==> src/rtl/sbcg_pkg.sv <==
package sbcg_pkg;

  localparam int LG_W = 2;

  typedef enum logic [2:0] {
    LEN_1    = 3'b000,
    LEN_2    = 3'b001,
    LEN_4    = 3'b010,
    LEN_8    = 3'b011,
    LEN_PAGE = 3'b111
  } len_code_e;

  typedef struct packed {
    logic            page;
    logic            ilv;
    logic [LG_W-1:0] lg;
  } burst_cfg_t;

endpackage

==> src/rtl/sbcg_decode.sv <==
module sbcg_decode
  import sbcg_pkg::*;
(
  input  logic [2:0] len_code_i,
  input  logic       ilv_i,
  output burst_cfg_t cfg_o,
  output logic       legal_o
);

  always_comb begin
    cfg_o     = '0;
    cfg_o.ilv = ilv_i;
    legal_o   = 1'b1;
    case (len_code_e'(len_code_i))
      LEN_1, LEN_2, LEN_4, LEN_8: cfg_o.lg = len_code_i[LG_W-1:0];
      LEN_PAGE:                   cfg_o.page = 1'b1;
      default:                    legal_o = 1'b0;
    endcase
    // interleave only defined for 4 and 8 beats
    if (ilv_i && (cfg_o.page || (cfg_o.lg < 2'd2)))
      legal_o = 1'b0;
  end

endmodule

==> src/rtl/sbcg_seq.sv <==
module sbcg_seq
  import sbcg_pkg::*;
#(
  parameter int COL_W = 8
) (
  input  logic             clk,
  input  logic             rst_n,
  input  logic             start_i,
  input  logic             legal_i,
  input  burst_cfg_t       cfg_i,
  input  logic [COL_W-1:0] col_i,
  input  logic             term_i,
  input  logic [COL_W-1:0] mask_i,
  output logic             active_o,
  output burst_cfg_t       cfg_o,
  output logic [COL_W-1:0] base_o,
  output logic [COL_W-1:0] beat_o,
  output logic             final_o,
  output logic             err_o
);

  logic             active_q, active_d;
  burst_cfg_t       cfg_q, cfg_d;
  logic [COL_W-1:0] base_q, base_d;
  logic [COL_W-1:0] beat_q, beat_d;
  logic             err_q, err_d;
  logic             load;
  logic             en;
  logic             final_beat;

  assign final_beat = cfg_q.page ? term_i : (beat_q == mask_i);
  assign load       = start_i & legal_i;
  assign en         = load | active_q;

  always_comb begin
    active_d = active_q;
    cfg_d    = cfg_q;
    base_d   = base_q;
    beat_d   = beat_q;
    err_d    = start_i & ~legal_i;
    if (load) begin
      active_d = 1'b1;
      cfg_d    = cfg_i;
      base_d   = col_i;
      beat_d   = '0;
    end else if (active_q) begin
      if (final_beat) active_d = 1'b0;
      else            beat_d   = beat_q + COL_W'(1);
    end
  end

  always_ff @(posedge clk or negedge rst_n) begin
    if (!rst_n) begin
      active_q <= 1'b0;
      cfg_q    <= '0;
      base_q   <= '0;
      beat_q   <= '0;
    end else if (en) begin
      active_q <= active_d;
      cfg_q    <= cfg_d;
      base_q   <= base_d;
      beat_q   <= beat_d;
    end
  end

  always_ff @(posedge clk or negedge rst_n) begin
    if (!rst_n) err_q <= 1'b0;
    else        err_q <= err_d;
  end

  assign active_o = active_q;
  assign cfg_o    = cfg_q;
  assign base_o   = base_q;
  assign beat_o   = beat_q;
  assign final_o  = active_q & final_beat;
  assign err_o    = err_q;

  AST_BEAT_IN_BLOCK: assert property (@(posedge clk) disable iff (!rst_n)
    (active_q && !cfg_q.page) |-> ((beat_q & ~mask_i) == '0)) else $error("beat beyond block");

  AST_BOUNDED_END: assert property (@(posedge clk) disable iff (!rst_n)
    (active_q && !cfg_q.page && final_beat && !start_i) |=> !active_q) else $error("burst ran on");

  AST_ERR_PULSE: assert property (@(posedge clk) disable iff (!rst_n)
    err_q |-> ($past(start_i) && !$past(legal_i))) else $error("spurious error");

endmodule

==> src/rtl/sbcg_addr.sv <==
module sbcg_addr
  import sbcg_pkg::*;
#(
  parameter int COL_W = 8
) (
  input  burst_cfg_t       cfg_i,
  input  logic [COL_W-1:0] base_i,
  input  logic [COL_W-1:0] beat_i,
  output logic [COL_W-1:0] mask_o,
  output logic [COL_W-1:0] col_o
);

  logic [COL_W-1:0] len_onehot;
  logic [COL_W-1:0] low;

  assign len_onehot = COL_W'(1) << cfg_i.lg;
  assign mask_o     = cfg_i.page ? '1 : (len_onehot - COL_W'(1));
  assign low        = cfg_i.ilv ? (base_i ^ beat_i) : (base_i + beat_i);
  assign col_o      = (base_i & ~mask_o) | (low & mask_o);

endmodule

==> src/rtl/sdram_burst_colgen.sv <==
module sdram_burst_colgen
  import sbcg_pkg::*;
(
  input  logic       clk,
  input  logic       rst_n,
  input  logic       start_i,
  input  logic [7:0] start_col_i,
  input  logic [2:0] len_code_i,
  input  logic       ilv_i,
  input  logic       term_i,
  output logic [7:0] col_o,
  output logic       valid_o,
  output logic       last_o,
  output logic       cfg_err_o
);

  localparam int COL_W = 8;

  burst_cfg_t       req_cfg;
  logic             req_legal;
  burst_cfg_t       cur_cfg;
  logic             active;
  logic [COL_W-1:0] base;
  logic [COL_W-1:0] beat;
  logic [COL_W-1:0] mask;
  logic [COL_W-1:0] col;
  logic             fin;
  logic             err;

  sbcg_decode i_decode (
    .len_code_i (len_code_i),
    .ilv_i      (ilv_i),
    .cfg_o      (req_cfg),
    .legal_o    (req_legal)
  );

  sbcg_seq #(.COL_W(COL_W)) i_seq (
    .clk      (clk),
    .rst_n    (rst_n),
    .start_i  (start_i),
    .legal_i  (req_legal),
    .cfg_i    (req_cfg),
    .col_i    (start_col_i),
    .term_i   (term_i),
    .mask_i   (mask),
    .active_o (active),
    .cfg_o    (cur_cfg),
    .base_o   (base),
    .beat_o   (beat),
    .final_o  (fin),
    .err_o    (err)
  );

  sbcg_addr #(.COL_W(COL_W)) i_addr (
    .cfg_i  (cur_cfg),
    .base_i (base),
    .beat_i (beat),
    .mask_o (mask),
    .col_o  (col)
  );

  assign col_o     = active ? col : '0;
  assign valid_o   = active;
  assign last_o    = fin;
  assign cfg_err_o = err;

  AST_LAST_NEEDS_VALID: assert property (@(posedge clk) disable iff (!rst_n)
    last_o |-> valid_o) else $error("last without beat");

  AST_FIRST_BEAT: assert property (@(posedge clk) disable iff (!rst_n)
    (start_i && req_legal) |=> (valid_o && col_o == $past(start_col_i))) else $error("bad first beat");

  AST_PAGE_STEP: assert property (@(posedge clk) disable iff (!rst_n)
    (valid_o && cur_cfg.page && !last_o && !start_i) |=> (col_o == COL_W'($past(col_o) + 1'b1)))
    else $error("page step");

  AST_BLOCK_STABLE: assert property (@(posedge clk) disable iff (!rst_n)
    (valid_o && !cur_cfg.page && !last_o && !start_i) |=> ((col_o & ~mask) == $past(col_o & ~mask)))
    else $error("left block");

endmodule

==> config.mk <==
export PLATFORM = sky130hd
export DESIGN_NAME = sdram_burst_colgen
export DESIGN_NICKNAME = d
export VERILOG_FILES = /design/src/rtl/sbcg_pkg.sv /design/src/rtl/sbcg_decode.sv /design/src/rtl/sbcg_seq.sv /design/src/rtl/sbcg_addr.sv /design/src/rtl/sdram_burst_colgen.sv
export SDC_FILE = /design/constraint.sdc
export NUM_CORES = 1
export LEC_CHECK = 0
export BUFFER_PORTS_ARGS = -buffer_cell sky130_fd_sc_hd__buf_2
export CORE_MARGIN = 8
export CORE_UTILIZATION = 35
export CTS_BUF_LIST = sky130_fd_sc_hd__clkbuf_8
export DETAILED_ROUTE_END_ITERATION = 12
export MAX_ROUTING_LAYER = met4
export SLEW_MARGIN = 15
export SYNTH_ARGS = -nofsm -noshare
export SYNTH_HDL_FRONTEND = slang
export SYNTH_HIERARCHICAL = 1
export SYNTH_SLANG_ARGS = --single-unit
export TNS_END_PERCENT = 50
==> constraint.sdc <==
create_clock -name clk -period 2.9 [get_ports clk]
set_clock_uncertainty 0.1 [all_clocks]
set_input_delay 0.725 -clock clk [delete_from_list [all_inputs] [get_ports clk]]
set_output_delay 0.725 -clock clk [all_outputs]
set_load 0.02 [all_outputs]
==> impl_metrics.json, run 1 <==
{
  "outcome": "finished with violations",
  "violations": "negative setup slack",
  "ys_ff_latch": 22,
  "total_power_mw": 1.667,
  "hp-class": "in2async",
  "min_period_ns": 3.133,
  "detail_route.wl_per_cell_um": 14.61,
  "rows": 25,
  "post_dp_cell_area_um2": 1973,
  "wl_um": 4033,
  "drt_pass1_iterations": 4,
  "cp-start-kind": "flip-flop",
  "rsz0062_at_grt": "yes",
  "synth-edff-count": 0,
  "coreArea_um2": 4692,
  "stdcell_count": 276,
  "design_area_um2": 2132,
  "synth_ff_type": "dfrtp_1",
  "period_share": 1.080,
  "num-nets-final": 250,
  "drc_errors": 0,
  "dieArea_um2": 7279,
  "power_density_nw_per_um2": 781.9,
  "p_int_mw": 1.010,
  "cts.sinks": 22,
  "io_pins": 27,
  "htree_levels": 1,
  "hold_viol": 0,
  "swShare": 0.3943,
  "critPathCaptureType": "output port",
  "crit_required_ns": 2.08,
  "clk_path_buf_depth": 2,
  "place.port_buffers": 26,
  "syn-cell-area_um2": 1682,
  "cp_max_fo": 2,
  "p_seq_frac": 0.261,
  "grt_antenna_before_repair": 0,
  "drt-initial-drc-count": 85,
  "postLayoutCoreUtil": 0.4544,
  "cts_tree": "built",
  "overflow": 0,
  "ys_async_sr_fraction": 1.000,
  "max-cap-violations": 0,
  "numCtsBuffers": 3,
  "grt_pass1_wl_um": 7031,
  "finalMaxSlewViolations": 0,
  "dp.cells": 269,
  "ir_drop_mv": 0.3097,
  "grt_pass1_vias": 1445,
  "avgSynthCellArea_um2": 9.501,
  "clkTransAtPathRegs_ns": 0.09,
  "die_h_um": 85.32,
  "initial_core_util": 0.3584,
  "vias": 1386,
  "slew_headroom": 0.5341,
  "cts-root-buf": "clkbuf_8",
  "avgViaCountPerCell": 5.022,
  "finalSetupViolations": 5,
  "areaGrowthSynthToFinish_pct": 26.79,
  "rr_worst_depth": 10,
  "power_leakage_nw": 1.077,
  "critical_path_class": "reg2out",
  "dp_hpwl_um": 3033,
  "worst_slack_ns": -0.2333,
  "pwr-share-comb": 0.564,
  "worst_pin_slew_ns": 0.6966,
  "synth_fp_nets": 204,
  "fmax_mhz": 319.2,
  "whs_ns": 0.3244,
  "pwr-share-clk": 0.176,
  "setup-tns-final_ns": -0.9416,
  "worst_ep_arrival_time_ns": 2.31,
  "clock_latency_ns": 0.27,
  "drive_gt1_frac": 0.4054,
  "postSynthCellCount": 177,
  "p_sw_mw": 0.6573,
  "grt_max_degree": 24,
  "n_antenna_cell": 0,
  "yosysUniqueCellTypes": 45,
  "pre_cts_slack_ns": -0.07242,
  "seq_area_frac_synth": 0.3274,
  "ys.warnings.count": 6,
  "gp_congestion": 0.7713,
  "r2r_slack_ns": 0.20,
  "die_w_um": 85.32,
  "postRouteAntennaNets": 0,
  "track_usage": 0.1211
}
path summary, 6_finish.rpt:
kind	from	endpoint
min in group clk	i_seq/base_o[7]$_DFFE_PN0P_	i_seq/base_o[7]$_DFFE_PN0P_
max in group asynchronous	rst_n	i_seq/cfg_o[2]$_DFFE_PN0P_
setup / recovery	i_seq/beat_o[0]$_DFFE_PN0P_	col_o[6]
setup reg to reg	i_seq/cfg_o[1]$_DFFE_PN0P_	i_seq/beat_o[7]$_DFFE_PN0P_
hold reg to reg	i_seq/base_o[7]$_DFFE_PN0P_	i_seq/base_o[7]$_DFFE_PN0P_
hold / removal	rst_n	i_seq/beat_o[5]$_DFFE_PN0P_
sequential cells by signal, summed over array words and instances (netlist names):
register,cells
i_seq/base_o,8
i_seq/beat_o,8
i_seq/cfg_o,4
i_seq/active_o,1
i_seq/err_o,1
logic make-up after synthesis:
group | after synthesis | share of synthesized area
AND/OR/NAND/NOR | 59 | 0.1867
flip-flops | 22 | 0.3274
XOR/XNOR | 15 | 0.07812
multiplexers | 20 | 0.1302
adder cells (fa/ha/maj) | 11 | 0.08631
buffers and inverters | 15 | 0.04910
AO/OA/AOI/OAI | 35 | 0.1421
area by class of cell:
cell class | instances | area, um^2
flip-flops and latches | 22 | 550.5
repair buffers | 48 | 317.8
inverters | 8 | 30.03
clock inverters | 1 | 30.03
clock buffers | 3 | 41.29
multi-input cells | 140 | 1095
fillers | 444 | 2560
well taps | 54 | 67.56
power by group through the flow:
stage          Combinational, mW  Clock (mW)  Sequential [mW]
6_report                   0.940       0.293            0.435
5_1_grt                     1.04       0.312            0.443
4_1_cts                    0.924       0.301            0.431
3_5_place_dp               0.834           0            0.436
3_3_place_gp               0.827           0            0.434
2_1_floorplan              0.577           0            0.436
worst max-delay path, cell delays in order (launching register included):
cell      delay, ns
dfrtp_1        0.41
ha_4           0.16
inv_2          0.03
fa_2           0.33
nand2b_4       0.15
a211oi_2       0.18
buf_4          0.15
a31oi_1        0.09
xor2_1         0.16
o21ai_1        0.11
and2_1         0.15
buf_6          0.12
cell usage in the layout, fill, tap and decap left out, types with 2 or more instances in the layout:
master,count
and3_1,3
ha_1,9
nor2b_1,4
nand2_1,14
inv_1,6
buf_2,20
nand3_1,3
a21oi_2,4
inv_2,2
buf_4,26
o21ai_0,2
a21o_1,2
xnor2_1,4
clkbuf_8,3
nand2b_1,6
mux2i_1,5
a21oi_1,12
and2_1,8
buf_6,2
xor2_1,11
dfrtp_1,22
nor2_1,9
mux2_2,14
or2_2,2
a31o_2,2
nand4_1,3
what timing repair did:
action / 4_1_cts / 5_1_grt
endpoints found under the hold margin: 0 / 0
pin swaps: 5 / 1
buffers inserted: 2 / 1
hold buffers: 0 / 0
setup endpoints to repair: 5 / 7
resized for setup: 17 / 2
routing by layer:
layer | up-vias | wire (um) | share of wire | track usage
li1 | 704 | - | - | -
met1 | 661 | 2027 | 0.50 | 0.1563
met2 | 19 | 1900 | 0.47 | 0.1939
met3 | 2 | 92 | 0.023 | 0.02413
met4 | 0 | 13 | 0.0032 | 0.01911
met5 | - | 0 | 0 | -
cell usage after synthesis (all sizes together), types with 5 or more instances:
cell type | n | area, um^2
xor2 | 11 | 96.34
nand2b | 7 | 43.79
a21oi | 16 | 91.34
nor2 | 9 | 33.78
mux2i | 5 | 50.05
nand2 | 15 | 58.81
mux2 | 15 | 168.9
dfrtp | 22 | 550.5
and2 | 9 | 56.30
inv | 8 | 30.03
ha | 10 | 125.1
Power figures use the tool's default switching activity.
==> run 2: changes to the inputs <==
Settings changed: TNS_END_PERCENT 50 to unset.
==> run 2 against run 1 <==
- the run still ends with negative setup slack left
- utilization increased by 2.0 points
- design area increased by 4.5%
- critical path depth unchanged
- cell count increased by 2.2%
- sequential power about the same
- non-clock buffer count increased by 6
- die area unchanged
- global-route usage increased by 0.43 points
- sequential share of layout area decreased by 1.1 points
- critical path type unchanged
- first-iteration DRC count decreased by 32%
- clock-buffer cell count unchanged
- sequential cell count unchanged
==> impl_metrics.json, run 2 (synthesis results as in run 1) <==
{
  "cp-start-kind": "flip-flop",
  "slew_headroom": 0.5386,
  "final_cell_mix": "buf_4 (30), dfrtp_1 (22), buf_2 (20)",
  "drt-initial-drc-count": 58,
  "critical_path_class": "reg2out",
  "min_period_ns": 3.133,
  "io_pins": 27,
  "hold_viol": 0,
  "power_leakage_nw": 1.109,
  "htree_levels": 1,
  "die_h_um": 85.32,
  "areaGrowthSynthToFinish_pct": 32.44,
  "critPathCaptureType": "output port",
  "grt_max_degree": 24,
  "dp_hpwl_um": 3033,
  "vias": 1430,
  "gp_congestion": 0.7713,
  "numCtsBuffers": 3,
  "drc_errors": 0,
  "drt_pass1_iterations": 4,
  "clk_path_buf_depth": 2,
  "overflow": 0,
  "dieArea_um2": 7279,
  "rows": 25,
  "num-nets-final": 256,
  "critPathLaunch": "i_seq/beat_o[0]$_DFFE_PN0P_",
  "detail_route.wl_per_cell_um": 14.98,
  "coreArea_um2": 4692,
  "power_density_nw_per_um2": 787.8,
  "cp_max_fo": 2,
  "cts-root-buf": "clkbuf_8",
  "postLayoutCoreUtil": 0.4747,
  "die_w_um": 85.32,
  "wl_um": 4223,
  "outcome": "finished with violations",
  "avgViaCountPerCell": 5.071,
  "clock_latency_ns": 0.27,
  "finalMaxSlewViolations": 0,
  "drive_gt1_frac": 0.4386,
  "initial_core_util": 0.3584,
  "grt_antenna_before_repair": 0,
  "ir_drop_mv": 0.3076,
  "period_share": 1.080,
  "postRouteAntennaNets": 0,
  "worst_pin_slew_ns": 0.6899,
  "worst_slack_ns": -0.2328,
  "rr_worst_depth": 10,
  "max-cap-violations": 0,
  "timing.rr.end": "i_seq/beat_o[7]$_DFFE_PN0P_",
  "worst_ep_arrival_time_ns": 2.31,
  "fmax_mhz": 319.2,
  "clkTransAtPathRegs_ns": 0.09,
  "stdcell_count": 282,
  "grt_pass1_vias": 1482,
  "n_antenna_cell": 0,
  "r2r_start": "i_seq/cfg_o[1]$_DFFE_PN0P_",
  "cts.sinks": 22,
  "violations": "negative setup slack",
  "crit_end": "col_o[6]",
  "cts_tree": "built",
  "hp-class": "in2async",
  "place.port_buffers": 26,
  "rsz0062_at_grt": "yes",
  "finalSetupViolations": 5,
  "dp.cells": 269,
  "r2r_slack_ns": 0.22,
  "grt_pass1_wl_um": 7251,
  "track_usage": 0.1254,
  "mostFrequentLayoutCell": "buf_4",
  "crit_required_ns": 2.08
}
[run 2: cell types whose count changed in the layout (fill, tap and decap cells not counted), sizes merged]
cell | before | now
buf | 48 | 54
[run 2: worst max-delay path, cell delays in order (launching register included)]
cell      delay [ns]
dfrtp_1         0.41
ha_4            0.16
inv_2           0.03
fa_2            0.32
nand2b_4        0.15
a211oi_2        0.18
buf_4           0.15
a31oi_1         0.09
xor2_1          0.16
o21ai_1         0.11
and2_1          0.15
buf_6           0.12
[run 2: what timing repair did]
item	CTS	global route
pin swaps	7	6
setup buffers	8	1
hold buffers	0	0
endpoints found under the setup margin	5	7
gates resized for setup	26	4
[run 2: where the power goes]
part | switching (mW) | internal (mW)
sequential | 0.0714 | 0.364
combinational | 0.508 | 0.518
clock | 0.108 | 0.185
total | 0.687 | 1.07
[run 2: metrics by stage]
step                      instance area, um^2  setup slack, ns  power, mW  hold slack [ns]  setup TNS (ns)
after floorplan                          1685          0.02215      1.013           0.3294               0
after global placement                   1973         -0.06805      1.261           0.4058        -0.09273
after detailed placement                 1973         -0.07242      1.270           0.4186         -0.1266
after CTS                                2191          -0.2463      1.714           0.3386         -0.8911
after global routing                     2227          -0.3904      1.888           0.3534          -1.606
final                                    2227          -0.2328      1.755           0.3264         -0.8882
[run 2: cell type report]
class / instances / area (um^2)
fillers: 435 / 2465
clock inverters: 1 / 30.03
clock buffers: 3 / 41.29
well taps: 54 / 67.56
inverters: 8 / 32.53
multi-input cells: 140 / 1135
repair buffers: 54 / 370.4
flip-flops and latches: 22 / 550.5
[run 2: worst min path at each step]
stage                                           start                          end  slack [ns]
after floorplan                                 rst_n   i_seq/active_o$_DFFE_PN0P_        0.33
after global placement     i_seq/cfg_o[1]$_DFFE_PN0P_   i_seq/cfg_o[1]$_DFFE_PN0P_        0.41
after detailed placement  i_seq/base_o[7]$_DFFE_PN0P_  i_seq/base_o[7]$_DFFE_PN0P_        0.42
after CTS                                       rst_n  i_seq/beat_o[2]$_DFFE_PN0P_        0.34
after global routing                            rst_n  i_seq/base_o[7]$_DFFE_PN0P_        0.35
final                                           rst_n  i_seq/beat_o[5]$_DFFE_PN0P_        0.33
[run 2: layer usage]
layer  up-vias  track usage  share of wire
met2        30       0.2038           0.48
met3         2      0.02413          0.034
met1       683       0.1601           0.48
met4         0      0.01911         0.0031
met5         -            -              0
li1        715            -              -
==> run 3: changes to the inputs <==
Settings changed: ABC_AREA set to 1.
==> run 3 against run 2 <==
- the run now ends clean
- area after synthesis increased by 9.4%
- cell count increased by 33%
- synthesized cell count increased by 50%
- sequential share of layout area decreased by 1.3 points
- utilization decreased by 1.1 points
- clock power increased by 2%
- design area increased by 5.7%
- maximum frequency increased by 9.1%
- global-route usage increased by 0.16 points
- setup slack improved by 0.26 ns
- wire length increased by 6.8%
- largest cell class unchanged
==> impl_metrics.json, run 3 <==
{
  "outcome": "completed",
  "die_h_um": 88.49,
  "drive_gt1_frac": 0.3115,
  "drc_errors": 0,
  "critical_path_class": "reg2out",
  "synth_top_area_cell": "dfrtp_1",
  "syn-cell-area_um2": 1839,
  "synth_fp_nets": 292,
  "detail_route.wl_per_cell_um": 12.03,
  "finalSetupViolations": 0,
  "clkTransAtPathRegs_ns": 0.09,
  "slowest_delay_ns": 0.38,
  "cp-start-kind": "flip-flop",
  "cts_tree": "built",
  "hold_viol": 0,
  "worst_ep_arrival_time_ns": 2.05,
  "htree_levels": 1,
  "overflow": 0,
  "nFillCells": 533,
  "synth_ff_type": "dfrtp_1",
  "cp_max_fo": 2,
  "cpMaxStageDelayCell": "dfrtp_1",
  "finalMaxSlewViolations": 0,
  "track_usage": 0.1270,
  "cts-root-buf": "clkbuf_8",
  "total_power_mw": 1.756,
  "synth.most_common_cell": "nand2_1",
  "clk_path_buf_depth": 2,
  "cp_common_cell": "nand2_1",
  "ys_async_sr_fraction": 1.000,
  "n_antenna_cell": 0,
  "grt_max_degree": 30,
  "power_leakage_nw": 1.325,
  "mostFrequentLayoutCell": "nand2_1",
  "wl_um": 4511,
  "drt_pass1_iterations": 4,
  "synth_area_leaders": "dfrtp_1 (30%), nand2_1 (16%), inv_1 (11%)",
  "areaGrowthSynthToFinish_pct": 28.03,
  "power_density_nw_per_um2": 745.7,
  "ys.warnings.count": 6,
  "io_pins": 27,
  "dieArea_um2": 7830,
  "cts_hold_buf": 0,
  "numCtsBuffers": 3,
  "critPathCaptureType": "output port",
  "final_cell_mix": "nand2_1 (76), inv_1 (49), buf_2 (22)",
  "period_share": 0.9904,
  "gp_congestion": 0.8094,
  "postRouteAntennaNets": 0,
  "worst_pin_slew_ns": 0.5437,
  "yosysUniqueCellTypes": 27,
  "clock_latency_ns": 0.27,
  "coreArea_um2": 5075,
  "max-cap-violations": 0,
  "ys_ff_latch": 22,
  "initial_core_util": 0.3624,
  "avgViaCountPerCell": 4.576,
  "rows": 26,
  "synth_top_area_frac": 0.2993,
  "grt_pass1_vias": 1715,
  "cp_cell_sequence": "ha_2 > inv_2 > fa_2 > o21ai_2 > nand3b_1 > nand2_1 > nand2_1 > nand3_2 > nand2_1 > nand2_1 > inv_1 > buf_6",
  "pre_cts_slack_ns": 0.1729,
  "grt_pass1_wl_um": 7576,
  "ir_drop_mv": 0.3656,
  "fmax_mhz": 348.2,
  "cts.sinks": 22,
  "slew_headroom": 0.6375,
  "avgSynthCellArea_um2": 6.941,
  "num-nets-final": 333,
  "dp_hpwl_um": 3274,
  "crit_required_ns": 2.08,
  "drt-initial-drc-count": 92,
  "hp-class": "in2async",
  "postSynthCellCount": 265,
  "seq_area_frac_synth": 0.2993,
  "grt_antenna_before_repair": 0,
  "synth-edff-count": 0,
  "vias": 1716,
  "place.port_buffers": 26,
  "worst_slack_ns": 0.02791,
  "die_w_um": 88.49,
  "min_period_ns": 2.872,
  "rsz0062_at_grt": "yes",
  "synth_commonest_cells": "nand2_1 (80), inv_1 (52), nand3_1 (24)"
}
[run 3: cell types whose count changed in the layout (fill, tap and decap cells not counted), moves of 8 or more]
cell | before | now
inv_1 | 5 | 49
and2_1 | 8 | 0
nand3_1 | 3 | 21
nand2_1 | 13 | 76
buf_4 | 30 | 20
[run 3: worst max-delay path: cells and delay by family, from the launching register on]
kind | cells | cell delay, ns
DFF | 1 | 0.38
and+or+nand+nor | 6 | 0.45
AOI/OAI and AO/OA | 1 | 0.16
adders and majority gates | 2 | 0.57
buffers and inverters | 3 | 0.21
[run 3: area by class of cell]
type	instances	area [um^2]	area share
multi-input combinational	181	1159	0.4920
sequential	22	551.8	0.2343
timing repair buffer	44	282.8	0.1201
inverter	54	202.7	0.08608
tap	70	87.58	0.03719
clock buffer	3	41.29	0.01753
clock inverter	1	30.03	0.01275
[run 3: per-stage QoR]
step                      cells  setup TNS [ns]  hold slack, ns  utilization  cell area [um^2]
after floorplan             265               0          0.3294            -              1839
after global placement      361               0          0.4127       0.4090              2076
after detailed placement    361               0          0.4228       0.4090              2076
after CTS                   371               0          0.3457       0.4354              2210
after global routing        375         -0.4505          0.3612       0.4640              2355
final                       375               0          0.3275       0.4640              2355
[run 3: repair_timing]
action	in CTS	in global routing
pin swaps	4	10
hold endpoints to repair	0	0
gates resized for setup	8	21
buffers inserted	6	4
setup endpoints to repair	3	5
[run 3: final timing paths]
kind / from / end / slack (ns) / cells past startpoint
max in group asynchronous: rst_n / i_seq/beat_o[1]$_DFFE_PN0P_ / 1.99 / 1
worst max register to register: i_seq/cfg_o[0]$_DFFE_PN0P_ / i_seq/beat_o[0]$_DFFE_PN0P_ / 0.52 / 18
worst min-delay path: rst_n / i_seq/err_o$_DFF_PN0_ / 0.33 / 1
worst max-delay path: i_seq/beat_o[0]$_DFFE_PN0P_ / col_o[6] / 0.03 / 12
worst min register to register: i_seq/base_o[7]$_DFFE_PN0P_ / i_seq/base_o[7]$_DFFE_PN0P_ / 0.45 / 1
min in group clk: i_seq/base_o[7]$_DFFE_PN0P_ / i_seq/base_o[7]$_DFFE_PN0P_ / 0.45 / 1
[run 3: where the power goes]
group | total (mW) | switching (mW) | internal, mW | leakage [nW]
registers | 0.472 | 0.104 | 0.368 | 0.275
logic | 0.986 | 0.546 | 0.440 | 1.01
clock network | 0.299 | 0.114 | 0.185 | 0.0357
[run 3: kinds of logic after synthesis]
kind of cell	Yosys count	synth area share
flops	22	0.2993
buf+inv	62	0.1327
fa+ha+maj	11	0.07891
simple gates	137	0.3333
mux	13	0.07959
xor+xnor	9	0.04286
compound gates	11	0.03333
[run 3: routing by layer]
| layer | up-vias | GRT usage | routed length (um) |
|---|---|---|---|
| li1 | 899 | - | - |
| met1 | 784 | 0.1479 | 2161 |
| met2 | 27 | 0.2152 | 2132 |
| met3 | 6 | 0.01950 | 140 |
| met4 | 0 | 0.04608 | 77 |
| met5 | - | - | 0 |
